==> src/rtl/eis_pkg.sv <==
package eis_pkg;

   localparam int SENSE_W = 2;

   typedef enum logic [SENSE_W-1:0] {
      SENSE_LOW  = 2'b00,
      SENSE_FALL = 2'b01,
      SENSE_RISE = 2'b10,
      SENSE_BOTH = 2'b11
   } sense_e;

endpackage

==> src/rtl/eis_sync.sv <==
module eis_sync #(
   parameter int   STAGES  = 2,
   parameter logic RST_VAL = 1'b1
) (
   input  logic clk,
   input  logic rst_n,
   input  logic d_i,
   output logic q_o
);

   initial begin
      if (STAGES < 2) $error("eis_sync: STAGES must be at least 2");
   end

   generate
      if (STAGES == 2) begin : g_two
         logic meta_q, stab_q;
         always_ff @(posedge clk or negedge rst_n) begin
            if (!rst_n) begin
               meta_q <= RST_VAL;
               stab_q <= RST_VAL;
            end else begin
               meta_q <= d_i;
               stab_q <= meta_q;
            end
         end
         assign q_o = stab_q;
      end else begin : g_chain
         logic [STAGES-1:0] chain_q;
         always_ff @(posedge clk or negedge rst_n) begin
            if (!rst_n) chain_q <= {STAGES{RST_VAL}};
            else        chain_q <= {chain_q[STAGES-2:0], d_i};
         end
         assign q_o = chain_q[STAGES-1];
      end
   endgenerate

endmodule

==> src/rtl/eis_detect.sv <==
module eis_detect
   import eis_pkg::*;
#(
   parameter logic RST_VAL = 1'b1
) (
   input  logic   clk,
   input  logic   rst_n,
   input  logic   sync_i,
   input  sense_e sense_i,
   input  logic   mode_chg_i,
   input  logic   clr_i,
   output logic   prev_o,
   output logic   flag_o,
   output logic   irq_o
);

   logic prev_q;
   logic flag_q;
   logic hit;

   always_comb begin
      unique case (sense_i)
         SENSE_LOW:  hit = 1'b0;
         SENSE_FALL: hit = prev_q & ~sync_i;
         SENSE_RISE: hit = ~prev_q & sync_i;
         SENSE_BOTH: hit = prev_q ^ sync_i;
         default:    hit = 1'b0;
      endcase
   end

   always_ff @(posedge clk or negedge rst_n) begin
      if (!rst_n) begin
         prev_q <= RST_VAL;
         flag_q <= 1'b0;
      end else begin
         prev_q <= sync_i;
         if (mode_chg_i)  flag_q <= 1'b0;
         else if (hit)    flag_q <= 1'b1;
         else if (clr_i)  flag_q <= 1'b0;
      end
   end

   assign prev_o = prev_q;
   assign flag_o = flag_q;
   assign irq_o  = (sense_i == SENSE_LOW) ? ~sync_i : flag_q;

endmodule

==> src/rtl/eis_regs.sv <==
module eis_regs
   import eis_pkg::*;
#(
   parameter int NUM_PINS  = 4,
   parameter int ADDR_W    = 2,
   parameter int DATA_W    = 16,
   parameter int CTRL_ADDR = 0,
   parameter int STAT_ADDR = 1
) (
   input  logic                        clk,
   input  logic                        rst_n,
   input  logic [ADDR_W-1:0]           addr_i,
   input  logic                        wr_i,
   input  logic [DATA_W-1:0]           wdata_i,
   input  logic [NUM_PINS-1:0]         flags_i,
   output logic [NUM_PINS*SENSE_W-1:0] ctrl_o,
   output logic [NUM_PINS-1:0]         mode_chg_o,
   output logic [NUM_PINS-1:0]         clr_o,
   output logic [DATA_W-1:0]           rdata_o
);

   localparam int                CTRL_W = NUM_PINS * SENSE_W;
   localparam logic [ADDR_W-1:0] A_CTRL = ADDR_W'(CTRL_ADDR);
   localparam logic [ADDR_W-1:0] A_STAT = ADDR_W'(STAT_ADDR);

   logic [CTRL_W-1:0] ctrl_q;
   logic              wr_ctrl;
   logic              wr_stat;

   assign wr_ctrl = wr_i && (addr_i == A_CTRL);
   assign wr_stat = wr_i && (addr_i == A_STAT);

   always_ff @(posedge clk or negedge rst_n) begin
      if (!rst_n)       ctrl_q <= '0;
      else if (wr_ctrl) ctrl_q <= wdata_i[CTRL_W-1:0];
   end

   generate
      for (genvar i = 0; i < NUM_PINS; i++) begin : g_pin
         assign mode_chg_o[i] = wr_ctrl &&
                                (wdata_i[i*SENSE_W +: SENSE_W] != ctrl_q[i*SENSE_W +: SENSE_W]);
         assign clr_o[i]      = wr_stat && wdata_i[i];
      end
      if (CTRL_W < DATA_W) begin : g_hi
         logic unused_hi;
         assign unused_hi = ^wdata_i[DATA_W-1:CTRL_W];
      end
   endgenerate

   always_comb begin
      rdata_o = '0;
      if (addr_i == A_CTRL)      rdata_o[CTRL_W-1:0]   = ctrl_q;
      else if (addr_i == A_STAT) rdata_o[NUM_PINS-1:0] = flags_i;
   end

   assign ctrl_o = ctrl_q;

endmodule

==> src/rtl/ext_irq_sense.sv <==
module ext_irq_sense
   import eis_pkg::*;
#(
   parameter int   NUM_PINS    = 4,
   parameter int   ADDR_W      = 2,
   parameter int   DATA_W      = 16,
   parameter int   SYNC_STAGES = 2,
   parameter int   CTRL_ADDR   = 0,
   parameter int   STAT_ADDR   = 1,
   parameter logic PIN_IDLE    = 1'b1
) (
   input  logic                clk,
   input  logic                rst_n,
   input  logic [NUM_PINS-1:0] irq_pin_i,
   input  logic [ADDR_W-1:0]   bus_addr_i,
   input  logic                bus_wr_i,
   input  logic [DATA_W-1:0]   bus_wdata_i,
   output logic [DATA_W-1:0]   bus_rdata_o,
   output logic [NUM_PINS-1:0] irq_req_o
);

   localparam int CTRL_W = NUM_PINS * SENSE_W;

   initial begin
      if (NUM_PINS < 1)             $error("ext_irq_sense: NUM_PINS must be positive");
      if (CTRL_W > DATA_W)          $error("ext_irq_sense: sense fields exceed DATA_W");
      if (SYNC_STAGES < 2)          $error("ext_irq_sense: SYNC_STAGES must be at least 2");
      if (CTRL_ADDR == STAT_ADDR)   $error("ext_irq_sense: register addresses overlap");
      if (CTRL_ADDR >= (1 << ADDR_W) || STAT_ADDR >= (1 << ADDR_W))
         $error("ext_irq_sense: register address out of range");
   end

   logic [CTRL_W-1:0]   mode_q;
   logic [NUM_PINS-1:0] sync_q;
   logic [NUM_PINS-1:0] prev_q;
   logic [NUM_PINS-1:0] flag_q;
   logic [NUM_PINS-1:0] mode_chg;
   logic [NUM_PINS-1:0] clr;

   eis_regs #(
      .NUM_PINS  (NUM_PINS),
      .ADDR_W    (ADDR_W),
      .DATA_W    (DATA_W),
      .CTRL_ADDR (CTRL_ADDR),
      .STAT_ADDR (STAT_ADDR)
   ) regs_i (
      .clk        (clk),
      .rst_n      (rst_n),
      .addr_i     (bus_addr_i),
      .wr_i       (bus_wr_i),
      .wdata_i    (bus_wdata_i),
      .flags_i    (flag_q),
      .ctrl_o     (mode_q),
      .mode_chg_o (mode_chg),
      .clr_o      (clr),
      .rdata_o    (bus_rdata_o)
   );

   generate
      for (genvar i = 0; i < NUM_PINS; i++) begin : g_pin
         eis_sync #(
            .STAGES  (SYNC_STAGES),
            .RST_VAL (PIN_IDLE)
         ) sync_i (
            .clk   (clk),
            .rst_n (rst_n),
            .d_i   (irq_pin_i[i]),
            .q_o   (sync_q[i])
         );

         eis_detect #(
            .RST_VAL (PIN_IDLE)
         ) det_i (
            .clk        (clk),
            .rst_n      (rst_n),
            .sync_i     (sync_q[i]),
            .sense_i    (sense_e'(mode_q[i*SENSE_W +: SENSE_W])),
            .mode_chg_i (mode_chg[i]),
            .clr_i      (clr[i]),
            .prev_o     (prev_q[i]),
            .flag_o     (flag_q[i]),
            .irq_o      (irq_req_o[i])
         );
      end
   endgenerate

endmodule

==> config.mk <==
export PLATFORM = sky130hd
export DESIGN_NAME = ext_irq_sense
export DESIGN_NICKNAME = d
export VERILOG_FILES = /design/src/rtl/eis_pkg.sv /design/src/rtl/eis_sync.sv /design/src/rtl/eis_detect.sv /design/src/rtl/eis_regs.sv /design/src/rtl/ext_irq_sense.sv
export SDC_FILE = /design/constraint.sdc
export NUM_CORES = 1
export LEC_CHECK = 0
export ABC_CLOCK_PERIOD_IN_PS = 1300
export BUFFER_PORTS_ARGS = -buffer_cell sky130_fd_sc_hd__buf_4
export CORE_MARGIN = 2
export CORE_UTILIZATION = 25
export DETAILED_ROUTE_END_ITERATION = 12
export PLACE_DENSITY = 0.46
export SETUP_SLACK_MARGIN = 0.15
export SYNTH_ARGS = -nofsm -noshare
export SYNTH_HDL_FRONTEND = slang
export SYNTH_SLANG_ARGS = --single-unit
==> constraint.sdc <==
create_clock -name clk -period 1.3 [get_ports clk]
set_input_delay 0.26 -clock clk [delete_from_list [all_inputs] [get_ports clk]]
set_output_delay 0.26 -clock clk [all_outputs]
set_load 0.01 [all_outputs]
* Word-level counts from Yosys, hierarchy flattened
Cells that the tools add are included.
** Storage, ports and cells
- Bits in registers :: 24
- Output and inout port bits :: 20
- Word-level logic and storage cells :: 96
** Cells by class
- Equal/unequal tests :: 17
- Muxes and demuxes :: 23
- Bitwise logic cells :: 20
- Reduce and logical (&&, ||, !) cells :: 19
** Operator list (count)
- equality test 2 bit (second input constant) :: 8
- two-way mux 1 bit :: 16
- one-hot mux 1 bit (4 select lines) :: 4
- two-way mux 4 bit :: 3
- nonzero test 3 bit :: 4
- equality test 2 x 1 -> 1 bit (second input constant) :: 5
- logical AND 1 bit :: 10
- logical NOT 2 bit :: 5
- bitwise AND 1 bit :: 8
- inequality test 2 bit :: 4
- inverter 1 bit :: 8
- bitwise XOR 1 bit :: 4

* Logic depth before layout (Yosys ltp)
Gate-level depths: netlist (run 1).
- Depth in word-level cells :: 6
- Mapped depth :: 6
- Depth with buffers taken out :: 5

* Cells and area by module
Synthesis (run 1) repeated with hierarchy kept, for this count alone.
** Unflattened totals
- Cells, all modules :: 127
- Area, all modules :: 1358.8 µm²
** Modules (own cells, without submodules)
- eis_regs :: times used 1, cells an instance 59, area each 613.1 µm², sequential area each 200.2 µm²
- eis_detect :: times used 4, cells an instance 15, area each 133.9 µm², sequential area each 51.3 µm²
- eis_sync :: times used 4, cells an instance 2, area each 52.6 µm², sequential area each 52.6 µm²

* Worst setup path after synthesis (run 1)
OpenSTA, ideal clock, no wires.
- Path type :: in2reg
- Start :: input bus_addr_i[0]
- End :: register regs_i.ctrl_q[4], in the netlist regs_i.ctrl_o[4]
- Library setup time :: 0.125 ns
- Arrival time :: 1.178 ns
- Data required time :: 1.175 ns
- Path slack :: -0.003 ns
- Stages on the path :: 4
- Path buffers :: 2
- Path through :: buf_6 or3b_1 buf_6 mux2_4
** Between the ends
- Longest elaborated chain between the ends :: 2
** Ends and longest elaborated chain
- from (decl) :: RTL line ext_irq_sense.sv:15 : input logic [ADDR_W-1:0] bus_addr_i,
- logical NOT 2 bit :: RTL line eis_regs.sv:30 : assign wr_ctrl = wr_i && (addr_i == A_CTRL);
- logical AND 1 bit :: RTL line eis_regs.sv:30
- to (signal assigned) :: RTL line eis_regs.sv:35 : else if (wr_ctrl) ctrl_q <= wdata_i[CTRL_W-1:0];
- to (decl) :: RTL line eis_regs.sv:26 : logic [CTRL_W-1:0] ctrl_q;
Every way passes these cells.
A chain may end at the register's enable or synchronous reset.

* Final worst setup path (run 1)
- Start :: register regs_i.ctrl_q[1], in the netlist regs_i.ctrl_o[1]
- End :: output bus_rdata_o[1]
** Between the ends
- Longest elaborated chain between the ends :: 1
** Ends and longest elaborated chain
- two-way mux 4 bit :: RTL line eis_regs.sv:52 : if (addr_i == A_CTRL) rdata_o[CTRL_W-1:0] = ctrl_q;
- to (decl) :: RTL line ext_irq_sense.sv:18 : output logic [DATA_W-1:0] bus_rdata_o,
Every way passes these cells.

==> metrics.txt, run 1 <==
outcome=complete, but fails checks; failing checks=setup timing; clock sinks=24; initial antenna violation count=0; layout cells sized above 1=58.5%; area grow syn2layout=43.5%; antenna cells=0; worst endpoint data arrival time=1.14 ns; ys async rst share=100%; Synth Area per Inst=10.3 um^2; H-Tree Depth=1; gr usage total=between 10% and 20%; post-route ant nets=0; number of flops mapped to enable cells by yosys=0; WL per Instance=11.8 um; first drt pass iteration count=4; Int Pwr=1.65 mW; M1 wire length=1.37 mm; Routed WL=3.00 mm; FP Rows=27; prevailing post-synth register cell=dfstp_2; crit-path max FO=3; Die Height=78.5 um; final setup vio count=7; leakage=0.907 nW; clock skew=approximately 0.0024 ns; GRT overflow=0; sequential area share after synthesis=44.4%; WS Path Type=reg -> out; Nets=217; DRC violations left=0; area share of the leading cell type in the synthesized netlist=22.7%; leading area contributor after synthesis=dfstp_2; num ports=45; VDD IR max=around 470 uV; Port Buffers=28; min setup slack post-route=-0.103 ns; CP Cell Sequence=buf_6, mux2i_1, nor2_1, buf_4; Switching Share=between 20 and 30%; Clock power frac=between 20% and 30%; power share of the combinational group=a little under two fifths; WP buf/inv=2; Post-DP HPWL=2.03 mm; core region area=5440 um^2; vias in the first global route=1137; first-pass GRT wire length=just over 5 mm; CP required=1.04 ns; synth warn=0; pin count of the biggest net entering global routing=25; CP max stage cell=dfrtp_1; Fmax achieved=0.713 GHz; setup_tns=-0.559 ns; largest stage delay on the critical path=0.43 ns; RSZ-0062 raised after global routing=yes; Die ar.=6160 um^2; Top Family by Delay on Critical Path=flip-flops; met3 WL=124 um; final core utilization=between 30% and 40%; initial core utilization=25.5%; CP Capture Type=output pin; Max-cap violations=0; routed wl met2=1.47 mm; vias=roughly 1100; hold path startpoint=irq_pin_i[2]; CTS tree=done; Final period util=108%; synth unique cells=23; Psw=0.694 mW; register clock-pin slew on the reported worst setup and hold paths=about 0.080 ns; Synth Register Bits=24; Worst Hold Class=in -> reg; Final Hold Vio Count=0; final slew viol count=0; DR iter-0 viols=14; fillers=around 550; dominant cells by area after synthesis=dfstp_2 23%, dfrtp_1 22%, ha_1 7.2%, buf_4 6.5%, xnor2_1 5.1%; Critical R2R Launch=g_pin[2].det_i.prev_o; Die X=78.5 um; PD cells=approximately 1200 nW/um^2; crit path time final=1.40 ns; insertion delay to the later sink of the worst-skew pair=0.26 ns; CP startpoint kind=flip-flop; post-DR vias/cell=4.12; CP startpoint=regs_i.ctrl_o[1]; Reg power frac=roughly 41%; CTS max path bufs=2; Synth Cell Area=1390 um^2; CTS Buf Count=3; Synth Instances=135; GP Congestion=0.773; Total Power=2.34 mW; Root Driver=clkbuf_8; top sig layer=met4
## per-layer routing
| metal | global-route usage [%] | up-vias |
|---|---|---|
| li1 | - | 515 |
| met3 | 1.84 | 5 |
| met2 | 18.4 | 30 |
| met4 | 3.68 | 0 |
| met1 | 13.1 | 500 |
| met5 | 0 | - |
## cells in the final DEF, fill, tap and decap left out, types with 5 or more instances in the layout
cell,Yosys,routed
ha_4,0,5
dfstp_2,12,12
nor2_1,13,8
a21oi_1,6,5
inv_1,12,5
dfrtp_1,12,12
nand3b_1,5,5
buf_4,12,41
conb_1,1,8
inv_2,0,7
buf_6,3,12
xnor2_1,8,7
nor2_2,0,5
## through the flow
step | instances | setup WS, ns | instance area (um^2) | hold WS [ns]
floorplan | 142 | 0.0236 | 1420 | -0.0356
global placement | 236 | -0.0748 | 1660 | 0.180
detailed placement | 236 | -0.0744 | 1660 | 0.181
CTS | 254 | -0.112 | 1930 | 0.0875
global route | 255 | -0.185 | 1990 | 0.0790
finish | 255 | -0.103 | 1990 | 0.0961
## cell usage after synthesis, types with 3 or more instances
cell and instances:
nand2_1 6, nand3b_1 5, o21ai_2 4, buf_6 3, inv_1 12, nor2_1 13
a21oi_1 6, dfrtp_1 12, mux2_4 4, ha_1 8, nor2b_1 4, and2_1 4
a31oi_1 4, mux2i_1 4, o21ai_0 6, xnor2_1 8, buf_4 12, dfstp_2 12
## path summary, 6_finish.rpt
kind	to	slack (ns)	depth (start not counted)
max	bus_rdata_o[1]	-0.10	4
min	g_pin[2].sync_i.g_two.meta_q	0.1	1
max reg2reg	g_pin[2].det_i.flag_o	0.06	5
min reg2reg	g_pin[3].sync_i.q_o	0.36	0
max in group asynchronous	g_pin[0].sync_i.q_o	0.58	2
min in group asynchronous	regs_i.ctrl_o[5]	0.43	2
## layout make-up
cell class | instances | area [um^2] | area share (%)
inverters | 12 | 45.0 | 2.26
flip-flops and latches | 24 | 616 | 30.9
well taps | 72 | 90.1 | 4.53
repair buffers | 54 | 453 | 22.8
clock buffers | 4 | 55.1 | 2.77
multi-input cells | 89 | 731 | 36.7
## state kept, by name, summed over array words and instances, names as in the netlist
register	flops
regs_i.ctrl_o	8
g_pin.sync_i.q_o	4
g_pin.det_i.prev_o	4
g_pin.det_i.flag_o	4
g_pin.sync_i.g_two.meta_q	4
## timing repair
action / in CTS / in global routing
hold buffers: 1 / 0
setup buffers: 13 / 1
setup endpoints to repair: 16 / 16
pin swaps: 16 / 4
resized for setup: 30 / 12
hold endpoints to repair: 12 / 0
## cell families after synthesis
family | count (synthesis) | synth area share (%)
other | 1 | 0.270
buffers and inverters | 29 | 12.7
AO/OA/AOI/OAI | 24 | 11.0
adder cells (fa/ha/maj) | 8 | 7.22
multiplexers | 8 | 7.22
AND/OR/NAND/NOR | 33 | 12.1
XOR/XNOR | 8 | 5.05
flip-flops | 24 | 44.4
## worst register-to-register path, delay by kind of cell, from the launching register on
| family | cells | cell delay [ns] |
|---|---|---|
| AO/OA/AOI/OAI | 2 | 0.22 |
| adder cells (fa/ha/maj) | 1 | 0.25 |
| buffers and inverters | 1 | 0.05 |
| flip-flops | 1 | 0.57 |
| AND/OR/NAND/NOR | 1 | 0.04 |
## power groups by stage
stage	clock, mW	sequential (mW)	combinational, mW
6_report	0.496	0.970	0.875
5_1_grt	0.556	0.987	0.968
4_1_cts	0.527	0.966	0.838
3_5_place_dp	0	0.968	0.693
3_3_place_gp	0	0.965	0.685
2_1_floorplan	0	0.960	0.469
Power figures use the tool's default switching activity.
==> run 2: changes to the inputs <==
--- a/config.mk
+++ b/config.mk
@@ -6,11 +6,11 @@
 export NUM_CORES = 1
 export LEC_CHECK = 0
 export ABC_CLOCK_PERIOD_IN_PS = 1300
-export BUFFER_PORTS_ARGS = -buffer_cell sky130_fd_sc_hd__buf_4
 export CORE_MARGIN = 2
 export CORE_UTILIZATION = 25
 export DETAILED_ROUTE_END_ITERATION = 12
-export PLACE_DENSITY = 0.46
+export DONT_BUFFER_PORTS = 1
+export PLACE_DENSITY = 0.39
 export SETUP_SLACK_MARGIN = 0.15
 export SYNTH_ARGS = -nofsm -noshare
 export SYNTH_HDL_FRONTEND = slang
==> metrics.txt, run 2 (same netlist as run 1, synthesis figures left out) <==
outcome=complete, but fails checks; failing checks=setup timing; initial antenna violation count=0; Port Buffers=0; initial core utilization=25.5%; Critical R2R Launch=g_pin[2].sync_i.q_o; max reg flops=8; first-pass GRT wire length=a little under 5 mm; Worst setup endpoint=irq_req_o[0]; commonest non-fill, non-tap cell in the layout=buf_4; register clock-pin slew on the reported worst setup and hold paths=0.08 ns; antenna cells=0; post-route ant nets=0; Final period util=107%; Final Hold Vio Count=0; worst endpoint data arrival time=~1.1 ns; largest stage delay on the critical path=0.40 ns; Die X=78.5 um; leakage=around 0.78 nW; H-Tree Depth=1; gr usage total=10.4%; Root Driver=clkbuf_8; final setup vio count=5; commonest non-fill, non-tap cells in the layout=16 x buf_4, 12 x dfstp_2, 11 x dfrtp_1, 9 x nor2_2; area grow syn2layout=33.8%; CP startpoint=regs_i.ctrl_o[0]; WL per Instance=about 13 um; CP required=1.04 ns; insertion delay to the later sink of the worst-skew pair=0.26 ns; Nets=192; vias=between 900 and 1000; Routed WL=slightly below 3 mm; Reg2Reg Depth=5; design area=1850 um^2; min setup slack post-route=-0.0911 ns; CTS tree=done; fillers=approximately 570; clock sinks=24; FP Rows=27; M1 wire length=1.22 mm; VDD IR max=between 400 and 500 uV; PD cells=1200 nW/um^2; WS Path Type=reg -> out; layout cells sized above 1=54.1%; core region area=between 5000 and 6000 um^2; Die ar.=6160 um^2; Die Height=about 78 um; Placed Area=1450 um^2; Max-cap violations=0; final core utilization=34.1%; DR iter-0 viols=15; final slew viol count=0; Top Family by Delay on Critical Path=flip-flops; post-DR vias/cell=4.28; pin count of the biggest net entering global routing=25; Worst Hold Class=in -> reg; Post-DP HPWL=2.04 mm; Fin Hold WS=roughly 0.13 ns; DRC violations left=0; crit path time final=~1.4 ns; GP Congestion=about 0.74; top sig layer=met4; Fmax achieved=0.719 GHz; met3 WL=about 190 um; vias in the first global route=1027; fin cells=approximately 230; Total Power=2.22 mW; CP startpoint kind=flip-flop; WP buf/inv=1; CP Capture Type=output pin; CTS Buf Count=3; hold path depth=1; Worst R2R End=g_pin[2].det_i.flag_o; CP Cell Sequence=nor2_2, nor2_1, a21oi_1, buf_4; CP max stage cell=dfrtp_1; RSZ-0062 raised after global routing=yes; clock skew=0.00144 ns; Crit. path cell count=4; routed wl met2=1.50 mm; CTS max path bufs=2; first drt pass iteration count=4; GRT overflow=0; num ports=45; crit-path max FO=2; flop-to-flop setup slack=roughly 0.04 ns; Placed Cells=208
## run 2: cell count changes in the layout (fill, tap and decap cells not counted), moves of 4 or more
cell           delta
buf_6             -5
nor2_2            +4
buf_4            -25
nor2_1            -5
dlygate4sd3_1     +4
## run 2: worst register-to-register path: stages, from the launching register on
cell	delay [ns]
dfstp_2	0.60
inv_2	0.07
ha_4	0.15
nor2b_4	0.11
o21ai_1	0.12
a31oi_1	0.09
## run 2: cell type report
class	count	area [um^2]	share of cell area, %
flip-flops and latches	24	617	33.3
clock buffers	3	41.3	2.23
multi-input cells	89	792	42.7
well taps	72	90.1	4.86
repair buffers	29	269	14.5
inverters	12	45.0	2.43
## run 2: how the worst min path moves through the flow
stage / start / endpoint
global route: bus_wdata_i[6] / regs_i.ctrl_o[6]
floorplan: rst_n / g_pin[0].det_i.flag_o
finish: bus_wdata_i[4] / regs_i.ctrl_o[4]
global placement: rst_n / regs_i.ctrl_o[6]
detailed placement: rst_n / regs_i.ctrl_o[6]
CTS: bus_wdata_i[6] / regs_i.ctrl_o[6]
## run 2: repair_timing
item                                    4_1_cts  5_1_grt
endpoints found under the setup margin       16       16
gates resized for setup                      36       15
buffers inserted                              8        4
pin swaps                                    13        8
hold buffers                                  6        0
endpoints found under the hold margin        28        0
## run 2: report_power, final
part	switching [mW]	internal, mW	leakage, nW
Sequential	0.112	0.872	0.268
Clock	0.239	0.207	0.0216
Combinational	0.362	0.427	0.486
Total	0.713	1.51	0.776
## run 2: per-layer routing
metal  vias to the layer above  GRT usage [%]
met1                       477           12.5
li1                        465              -
met4                         0           4.74
met3                         6           2.53
met2                        31           17.6
met5                         -              0
## run 2: per-stage QoR
step           setup slack (ns)  setup TNS [ns]
6_report                -0.0911          -0.188
5_1_grt                  -0.158          -0.604
4_1_cts                  -0.103          -0.334
3_5_place_dp             0.0126               0
3_3_place_gp             0.0300               0
2_1_floorplan            0.0236               0
==> run 3: changes to the inputs <==
==> constraint.sdc (replaced) <==
create_clock -name clk -period 1.3 [get_ports clk]
set_input_delay 0.195 -clock clk [delete_from_list [all_inputs] [get_ports clk]]
set_output_delay 0.195 -clock clk [all_outputs]
set_load 0.01 [all_outputs]
==> metrics.txt, run 3 (same netlist as run 1, synthesis figures left out) <==
outcome=finished clean; largest stage delay on the critical path=roughly 0.45 ns; vias=between 900 and 1000; RSZ-0062 raised after global routing=yes; post-DR vias/cell=4.21; register clock-pin slew on the reported worst setup and hold paths=0.09 ns; core region area=5440 um^2; final setup vio count=0; final core utilization=34.8%; max reg flops=8; PD cells=1240 nW/um^2; vias in the first global route=between 1000 and 1500; clock skew=roughly 0.0017 ns; Root Driver=clkbuf_8; final slew viol count=0; GRT overflow=0; insertion delay to the later sink of the worst-skew pair=0.27 ns; Sequential Area=623 um^2; crit path time final=1.26 ns; initial antenna violation count=0; Reg2Reg Depth=5; H-Tree Depth=1; CP Cell Sequence=nor2_4, nor2_2, a21oi_2; first drt pass iteration count=4; Nets=193; CTS Buf Count=3; pin count of the biggest net entering global routing=25; DR iter-0 viols=23; CP startpoint kind=flip-flop; worst endpoint data arrival time=1.07 ns; GP Congestion=0.723; crit-path max FO=4; Clock power frac=22.1%; CP startpoint=regs_i.ctrl_o[0]; Die X=78.5 um; layout cells sized above 1=~60%; design area=roughly 1900 um^2; Switching Share=32.2%; Routed WL=3.13 mm; clock sinks=24; CTS tree=done; commonest non-fill, non-tap cells in the layout=18 x buf_4, 12 x dfstp_2, 8 x nor2_2, 8 x xnor2_1, 8 x conb_1; commonest non-fill, non-tap cell in the layout=buf_4; antenna cells=0; WS Path Type=reg -> out; Die Height=78.5 um; Post-DP HPWL=1.99 mm; Worst Hold Class=in -> reg; VDD IR max=489 uV; area grow syn2layout=36.6%; post-route ant nets=0; fillers=566; Final period util=97.2%; area of the multi-input gates=between 800 and 900 um^2; CP Capture Type=output pin; gr usage total=10.7%; leakage=0.787 nW; Fmax achieved=0.792 GHz; flop-to-flop setup slack=0.07 ns; FP Rows=27; Max-cap violations=0; Die ar.=6160 um^2; initial core utilization=25.5%; CP required=1.11 ns; WL per Instance=13.5 um; Worst setup endpoint=irq_req_o[0]; Port Buffers=0; CP max stage cell=dfrtp_2; Reg power frac=approximately 43%; Final Hold Vio Count=0; Worst R2R End=g_pin[2].det_i.flag_o; first-pass GRT wire length=5.06 mm; Placed Area=1410 um^2; CTS max path bufs=2; power share of the combinational group=34.8%; setup_tns=0 ns; Psw=0.758 mW; Int Pwr=between 1.5 and 2 mW; Critical R2R Launch=g_pin[2].det_i.prev_o; DRC violations left=0; num ports=45
-- run 3: cell types whose count changed in the layout (fill, tap and decap cells not counted), sizes merged --
| cell | before | now |
|---|---|---|
| clkbuf | 3 | 4 |
| buf | 24 | 25 |
-- run 3: metrics by stage --
step	power [mW]	worst slack (ns)	instances	hold WS, ns
2_1_floorplan	1.43	0.0886	142	-0.101
3_3_place_gp	1.44	0.0834	202	-0.0998
3_5_place_dp	1.45	0.0577	202	-0.0995
4_1_cts	2.28	0.0208	226	0.0539
5_1_grt	2.51	-0.0198	231	0.0446
6_report	2.35	0.0366	231	0.0656
-- run 3: worst min-delay path by stage --
stage | depth (start not counted) | start | to
floorplan | 0 | rst_n | g_pin[0].det_i.flag_o
global placement | 0 | rst_n | regs_i.ctrl_o[6]
detailed placement | 0 | rst_n | regs_i.ctrl_o[6]
CTS | 1 | bus_wdata_i[7] | regs_i.ctrl_o[7]
global route | 1 | bus_wdata_i[6] | regs_i.ctrl_o[6]
finish | 1 | bus_wdata_i[5] | regs_i.ctrl_o[5]
-- run 3: timing repair --
| item | 4_1_cts | 5_1_grt |
|---|---|---|
| pin swaps | 22 | 13 |
| endpoints found under the setup margin | 14 | 16 |
| endpoints found under the hold margin | 28 | 0 |
| hold buffers | 6 | 0 |
| setup buffers | 14 | 5 |
| resized for setup | 45 | 16 |
-- run 3: layout make-up --
| cell class | instances | share of cell area, % |
|---|---|---|
| tap | 72 | 4.76 |
| sequential | 24 | 32.9 |
| timing repair buffer | 30 | 14.4 |
| multi-input combinational | 89 | 42.6 |
| clock buffer | 4 | 2.91 |
| inverter | 12 | 2.38 |
-- run 3: power by group through the flow --
stage	registers (mW)	clock network (mW)	logic, mW
final	1.01	0.520	0.819
after global routing	1.03	0.583	0.895
after CTS	0.996	0.554	0.731
after detailed placement	1.00	0	0.448
after global placement	0.995	0	0.443
after floorplan	0.960	0	0.469
-- run 3: per-layer routing --
metal  up-vias  global-route usage, %  part of all wire, %
met2        27                   18.7                   50
met4         0                   4.21                  1.5
met1       473                   12.3                   42
li1        468                      -                    -
met5         -                      0                    0
met3         4                   3.10                  6.2
-- run 3: critical path: cells and delay by family, from the launching register on --
family / cells / cell delay, ns
flops: 1 / 0.45
simple gates: 2 / 0.19
compound gates: 1 / 0.17
